## src/rtl/spi_rp_pkg.sv

```systemverilog
package spi_rp_pkg;

    localparam int BYTE_W = 8;
    localparam int ADDR_W = BYTE_W - 2;
    localparam int NREGS  = 1 << ADDR_W;

    typedef enum logic [1:0] {
        PH_CMD,
        PH_WRITE,
        PH_READ,
        PH_DROP
    } phase_e;

    typedef struct packed {
        logic              is_read;
        logic [ADDR_W-1:0] addr;
        logic              legal;
    } cmd_t;

    function automatic cmd_t decode_cmd(input logic [BYTE_W-1:0] b);
        cmd_t c;
        c.is_read = b[BYTE_W-1];
        c.addr    = b[BYTE_W-2:1];
        c.legal   = ~b[0];
        return c;
    endfunction

endpackage

```

## src/rtl/spi_rp_sync.sv

```systemverilog
module spi_rp_sync #(
    parameter int STAGES = 2
) (
    input  logic clk,
    input  logic rst,
    input  logic sck,
    input  logic mosi,
    input  logic cs_n,
    output logic sel,
    output logic rise,
    output logic fall,
    output logic mosi_s
);
    localparam int NPIN = 3;
    localparam logic [NPIN-1:0] IDLE_LVL = 3'b100;

    logic [STAGES-1:0][NPIN-1:0] chain;
    logic                        sck_last;
    logic                        sck_s;

    always_ff @(posedge clk) begin
        if (rst) begin
            for (int i = 0; i < STAGES; i++) chain[i] <= IDLE_LVL;
            sck_last <= 1'b0;
        end else begin
            chain[0] <= {cs_n, mosi, sck};
            for (int i = 1; i < STAGES; i++) chain[i] <= chain[i-1];
            sck_last <= chain[STAGES-1][0];
        end
    end

    assign sck_s  = chain[STAGES-1][0];
    assign mosi_s = chain[STAGES-1][1];
    assign sel    = ~chain[STAGES-1][2];
    assign rise   = sel &  sck_s & ~sck_last;
    assign fall   = sel & ~sck_s &  sck_last;

endmodule

```

## src/rtl/spi_rp_rx.sv

```systemverilog
module spi_rp_rx
    import spi_rp_pkg::*;
(
    input  logic              clk,
    input  logic              rst,
    input  logic              sel,
    input  logic              rise,
    input  logic              mosi,
    output logic              byte_done,
    output logic [BYTE_W-1:0] byte_q,
    output logic              at_boundary
);
    localparam int CNT_W = $clog2(BYTE_W);
    localparam logic [CNT_W-1:0] LAST = CNT_W'(BYTE_W - 1);

    logic [CNT_W-1:0]  cnt;
    logic [BYTE_W-1:0] sh;

    always_ff @(posedge clk) begin
        if (rst || !sel) begin
            cnt       <= '0;
            sh        <= '0;
            byte_done <= 1'b0;
            byte_q    <= '0;
        end else begin
            byte_done <= 1'b0;
            if (rise) begin
                sh <= {sh[BYTE_W-2:0], mosi};
                if (cnt == LAST) begin
                    cnt       <= '0;
                    byte_done <= 1'b1;
                    byte_q    <= {sh[BYTE_W-2:0], mosi};
                end else begin
                    cnt <= cnt + 1'b1;
                end
            end
        end
    end

    assign at_boundary = (cnt == '0);

endmodule

```

## src/rtl/spi_rp_ctrl.sv

```systemverilog
module spi_rp_ctrl
    import spi_rp_pkg::*;
(
    input  logic              clk,
    input  logic              rst,
    input  logic              sel,
    input  logic              byte_done,
    input  logic [BYTE_W-1:0] byte_q,
    output phase_e            phase,
    output logic              rd_en,
    output logic              wr_en,
    output logic [ADDR_W-1:0] addr,
    output logic [BYTE_W-1:0] wdata
);
    cmd_t cmd;
    assign cmd = decode_cmd(byte_q);

    always_ff @(posedge clk) begin
        if (rst) begin
            phase <= PH_CMD;
            rd_en <= 1'b0;
            wr_en <= 1'b0;
            addr  <= '0;
            wdata <= '0;
        end else begin
            rd_en <= 1'b0;
            wr_en <= 1'b0;
            if (!sel) begin
                phase <= PH_CMD;
            end else if (byte_done) begin
                unique case (phase)
                    PH_CMD: begin
                        if (!cmd.legal) begin
                            phase <= PH_DROP;
                        end else if (cmd.is_read) begin
                            phase <= PH_READ;
                            addr  <= cmd.addr;
                            rd_en <= 1'b1;
                        end else begin
                            phase <= PH_WRITE;
                            addr  <= cmd.addr;
                        end
                    end
                    PH_WRITE: begin
                        wr_en <= 1'b1;
                        wdata <= byte_q;
                    end
                    PH_READ: begin
                        addr  <= cmd.addr;
                        rd_en <= 1'b1;
                    end
                    default: ;
                endcase
            end
        end
    end

endmodule

```

## src/rtl/spi_rp_tx.sv

```systemverilog
module spi_rp_tx
    import spi_rp_pkg::*;
(
    input  logic              clk,
    input  logic              rst,
    input  logic              sel,
    input  logic              fall,
    input  logic              at_boundary,
    input  logic              byte_done,
    input  logic              cap,
    input  logic [BYTE_W-1:0] rdata,
    output logic              miso
);
    logic [BYTE_W-1:0] load_q;
    logic [BYTE_W-1:0] sh;
    logic              cap_d;

    always_ff @(posedge clk) begin
        if (rst || !sel) begin
            load_q <= '0;
            sh     <= '0;
            cap_d  <= 1'b0;
            miso   <= 1'b0;
        end else begin
            cap_d <= cap;
            if (byte_done)  load_q <= '0;
            else if (cap_d) load_q <= rdata;
            if (fall) begin
                if (at_boundary) begin
                    miso <= load_q[BYTE_W-1];
                    sh   <= {load_q[BYTE_W-2:0], 1'b0};
                end else begin
                    miso <= sh[BYTE_W-1];
                    sh   <= {sh[BYTE_W-2:0], 1'b0};
                end
            end
        end
    end

endmodule

```

## src/rtl/spi_regport.sv

```systemverilog
module spi_regport
    import spi_rp_pkg::*;
#(
    parameter int SYNC_STAGES = 2
) (
    input  logic              clk,
    input  logic              rst,
    input  logic              spi_sck,
    input  logic              spi_mosi,
    input  logic              spi_cs_n,
    output logic              spi_miso,
    output logic              reg_rd_en,
    output logic              reg_wr_en,
    output logic [ADDR_W-1:0] reg_addr,
    output logic [BYTE_W-1:0] reg_wdata,
    input  logic [BYTE_W-1:0] reg_rdata
);
    logic              sel;
    logic              sck_rise;
    logic              sck_fall;
    logic              mosi_s;
    logic              byte_done;
    logic [BYTE_W-1:0] byte_q;
    logic              at_boundary;
    phase_e            phase;

    spi_rp_sync #(.STAGES(SYNC_STAGES)) u_sync (
        .clk(clk), .rst(rst), .sck(spi_sck), .mosi(spi_mosi), .cs_n(spi_cs_n),
        .sel(sel), .rise(sck_rise), .fall(sck_fall), .mosi_s(mosi_s)
    );

    spi_rp_rx u_rx (
        .clk(clk), .rst(rst), .sel(sel), .rise(sck_rise), .mosi(mosi_s),
        .byte_done(byte_done), .byte_q(byte_q), .at_boundary(at_boundary)
    );

    spi_rp_ctrl u_ctrl (
        .clk(clk), .rst(rst), .sel(sel), .byte_done(byte_done), .byte_q(byte_q),
        .phase(phase), .rd_en(reg_rd_en), .wr_en(reg_wr_en),
        .addr(reg_addr), .wdata(reg_wdata)
    );

    spi_rp_tx u_tx (
        .clk(clk), .rst(rst), .sel(sel), .fall(sck_fall), .at_boundary(at_boundary),
        .byte_done(byte_done), .cap(reg_rd_en), .rdata(reg_rdata), .miso(spi_miso)
    );

endmodule

```

## config.mk

```make
export PLATFORM = sky130hd
export DESIGN_NAME = spi_regport
export DESIGN_NICKNAME = d
export VERILOG_FILES = /design/src/rtl/spi_rp_pkg.sv /design/src/rtl/spi_rp_sync.sv /design/src/rtl/spi_rp_rx.sv /design/src/rtl/spi_rp_ctrl.sv /design/src/rtl/spi_rp_tx.sv /design/src/rtl/spi_regport.sv
export SDC_FILE = /design/constraint.sdc
export NUM_CORES = 1
export LEC_CHECK = 0
export BUFFER_PORTS_ARGS = -buffer_cell sky130_fd_sc_hd__buf_2
export CAP_MARGIN = 20
export CORE_ASPECT_RATIO = 1.2
export CORE_UTILIZATION = 60
export DETAILED_ROUTE_END_ITERATION = 10
export GPL_TIMING_DRIVEN = 0
export PLACE_DENSITY = 0.82
export SYNTH_ARGS = -nofsm -noshare
export SYNTH_HDL_FRONTEND = slang
export SYNTH_SLANG_ARGS = --single-unit
```

## constraint.sdc

```tcl
create_clock -name clk -period 3.7 [get_ports clk]
set_input_delay 0.925 -clock clk [delete_from_list [all_inputs] [get_ports clk]]
set_output_delay 0.925 -clock clk [all_outputs]
set_load 0.01 [all_outputs]
```

==> metrics.log <==
INFO  metric num_vias = 1,743
INFO  metric postRouteAntennaNets = 0
INFO  metric grt_pass1_wl = 7240 um
INFO  metric clk_root_buffer_cell = clkbuf_8
INFO  metric ys.warnings.count = 0
INFO  metric clock_sinks = 61
INFO  metric internal_power = 1.09 mW
INFO  metric grt_start_max_net_pins = 11
INFO  metric post_synth_instance_area = 0.00232 mm2
INFO  metric reg2reg_slack = 2.31 ns
INFO  metric p_leak = 0.995 nW
INFO  metric cp_cell_sequence = buf_2
INFO  metric fin_nets = 306
INFO  metric drt_first_pass_iters = 4
INFO  metric die_width = 58.8 um
INFO  metric cap_viol_max_count = 0
INFO  metric synth.avg_cell_area = 9.29 um2
INFO  metric post_synth_num_cell_types = 27
INFO  metric detail_route.drc_violations = 0
INFO  metric rsz0062_at_grt = no
INFO  metric std_cell_rows = 24
INFO  metric io_buffer_count = 29
INFO  metric number_of_antenna_violations_at_the_first_check_in_global_routing = 0
INFO  metric synth_fp_nets = 266
INFO  metric flow.area_growth_from_synthesis = 18.7%
INFO  metric setup_total_negative_slack = 0 ns
INFO  metric clock-skew-final = 0.00523 ns
INFO  metric ioPinCount = 30
INFO  metric critical_path.endpoint_type = output port
INFO  metric worst-path-stages = 1
INFO  metric synthesis.instances = 250
INFO  metric status = completed
INFO  metric layout_commonest_cell = dfxtp_1
INFO  metric crit_path_top_delay_cell = dfxtp_1
INFO  metric cts.htree.levels = 3
INFO  metric clock_period_minus_worst_slack = 1.73 ns
INFO  metric finalWeightedCongestion = 0.766
INFO  metric drv_slew = 0
INFO  metric initial_core_util = 63.4%
INFO  metric via_count_of_the_first_global_routing_pass = 1,616
INFO  metric routed.top_layer = met4
INFO  metric post_cts_resize_count = 0
INFO  metric seq_power_share = 49.2%
INFO  metric worst_path_required = 2.77 ns
INFO  metric placed_area = 0.00253 mm2
INFO  metric synth_enable_flop_cells = 0
INFO  metric path_buf_inv = 1
INFO  metric most-common-layout-cells = dfxtp_1, nand2_1, buf_2
INFO  metric postRouteWirelength = 4280 um
INFO  metric cp_data_arrival_time = 0.80 ns
INFO  metric worst_skew_pair.late_latency = 0.33 ns
INFO  metric layout-drive-gt1-share = 22.7%
INFO  metric numCtsBuffers = 9
INFO  metric postSynth.asyncResetShare = 0%
INFO  metric drc_marker_count_from_the_first_detailed_route_iteration = 69
INFO  metric dpl.hpwl = 2830 um
INFO  metric max_slew_margin = 70.4%
INFO  metric clkTransAtPathRegs = 0.07 ns
INFO  metric die_height = 70.2 um
INFO  metric final_layout_worst_hold_slack = 0.420 ns
INFO  metric clkPwrFrac = 48.9%
INFO  metric postSynthRegisterBits = 61
INFO  metric critical_path_peak_fanout = 2
INFO  metric gr-total-overflow = 0
INFO  metric switching_power = 0.262 mW
INFO  metric met2RoutedLength = 2080 um
INFO  metric worstMarginPinSlew = 0.442 ns
INFO  metric ys.flop_type = dfxtp_1
INFO  metric worst_path_largest_cell_delay = 0.34 ns
INFO  metric p_comb_share = 2.0%
INFO  metric route.met3.wl = 137 um
INFO  metric postCtsSetupRepairBufs = 0
INFO  metric grt_use_total = 24.2%
INFO  metric die_area = 0.00413 mm2
INFO  metric hold_depth = 1
INFO  metric power.share.switching = 19.4%
INFO  metric timing.setup.critical_path_class = reg2out
INFO  metric drt-vias-per-instance = 5.02
INFO  metric finish.instance_area = 0.00276 mm2
INFO  metric number_of_diodes_added_for_antenna_fixing = 0
INFO  metric cts_tree = done
INFO  metric startpoint_type = flip-flop
INFO  metric hold_violations = 0
INFO  metric final-setup-viol-count = 0
INFO  metric post_drt_wl_per_cell = 12.3 um
INFO  metric min_path_type = reg2reg
INFO  metric holdBufCountCts = 0
INFO  metric max_freq = 578 MHz
INFO  metric power.density_cell_area = 488 mW/mm2
INFO  metric cts.path.max_buffers = 2
INFO  metric placeableCoreArea = 0.00366 mm2
INFO  metric timing.critical_path.max_delay_family = flip-flops
INFO  metric wirelength_met1 = 1950 um
INFO  metric worstRegToRegCells = 6
INFO  metric post_route_fraction_of_the_period_consumed_by_the_critical_path = 46.7%
INFO  metric seq_area_frac_synth = 52.6%
INFO  metric ir_drop = 0.296 mV
-- final cells by class --
type	instances	area [um2]
flip-flops and latches	61	1220
multi-input cells	170	1010
fillers	288	905
clock buffers	12	155
repair buffers	29	145
plain buffers	15	81.3
clock inverters	4	70.1
well taps	52	65.1
inverters	4	15.0
-- metal layers --
| metal | vias up | global-route usage, % |
|---|---|---|
| met1 | 792 | 28.5 |
| li1 | 904 | - |
| met3 | 13 | 6.85 |
| met2 | 34 | 37.6 |
| met5 | - | 0 |
| met4 | 0 | 15.6 |
-- final timing paths --
| check | from | endpoint |
|---|---|---|
| max | u_ctrl.wdata[2] | reg_wdata[2] |
| min reg2reg | u_sync.chain[2] | u_sync.chain[5] |
| max reg2reg | u_rx.cnt[0] | u_rx.byte_q[0] |
| min | u_sync.chain[2] | u_sync.chain[5] |
-- state kept, by name, summed over array words and instances, names as in the netlist, 3 cells and up --
| register | flops |
|---|---|
| u_ctrl.wdata | 8 |
| u_sync.chain | 5 |
| u_rx.byte_q | 8 |
| u_tx.load_q | 8 |
| u_rx.cnt | 3 |
| u_tx.sh | 7 |
| u_rx.sh | 7 |
| u_ctrl.addr | 6 |
-- per-stage QoR --
step | power, mW | utilization [%] | worst slack, ns | std cells
after floorplan | 0.692 | - | 2.17 | 250
after global placement | 0.704 | 69.2 | 1.91 | 331
after detailed placement | 0.704 | 69.2 | 1.90 | 331
after CTS | 1.36 | 75.3 | 1.95 | 347
after global routing | 1.39 | 75.3 | 1.91 | 347
final | 1.35 | 75.3 | 1.97 | 347
-- synth_stat cells, types with 2 or more instances --
cell type / number / area (um2)
nand2_1: 51 / 191
inv_1: 4 / 15.0
o21ai_0: 7 / 35.0
and4bb_2: 2 / 25.0
mux2i_1: 22 / 220
nor2b_1: 7 / 43.8
a21oi_1: 34 / 170
clkbuf_2: 2 / 10.0
buf_4: 4 / 30.0
nand4bb_1: 2 / 22.5
or2b_2: 5 / 43.8
nand2b_1: 7 / 43.8
nor2_1: 15 / 56.3
buf_2: 6 / 30.0
clkbuf_1: 3 / 11.3
or2_2: 2 / 12.5
ha_1: 3 / 37.5
dfxtp_1: 61 / 1220
or2b_1: 4 / 30.0
o21a_1: 2 / 15.0
-- power groups by stage --
stage / combinational [mW] / sequential (mW) / clock [mW]
6_report: 0.0263 / 0.663 / 0.658
2_1_floorplan: 0.0157 / 0.677 / 0
3_5_place_dp: 0.0266 / 0.677 / 0
3_3_place_gp: 0.0262 / 0.677 / 0
5_1_grt: 0.0294 / 0.663 / 0.701
4_1_cts: 0.0267 / 0.663 / 0.671
-- kinds of logic (layout without fill, tap and decap cells) --
kind of cell,Yosys count,count (layout),synth area share (%)
mux,22,22,9.48
simple gates,101,101,22.4
buf+inv,19,64,4.15
compound gates,44,44,9.80
fa+ha+maj,3,3,1.62
flops,61,61,52.6
Power figures use the tool's default switching activity.
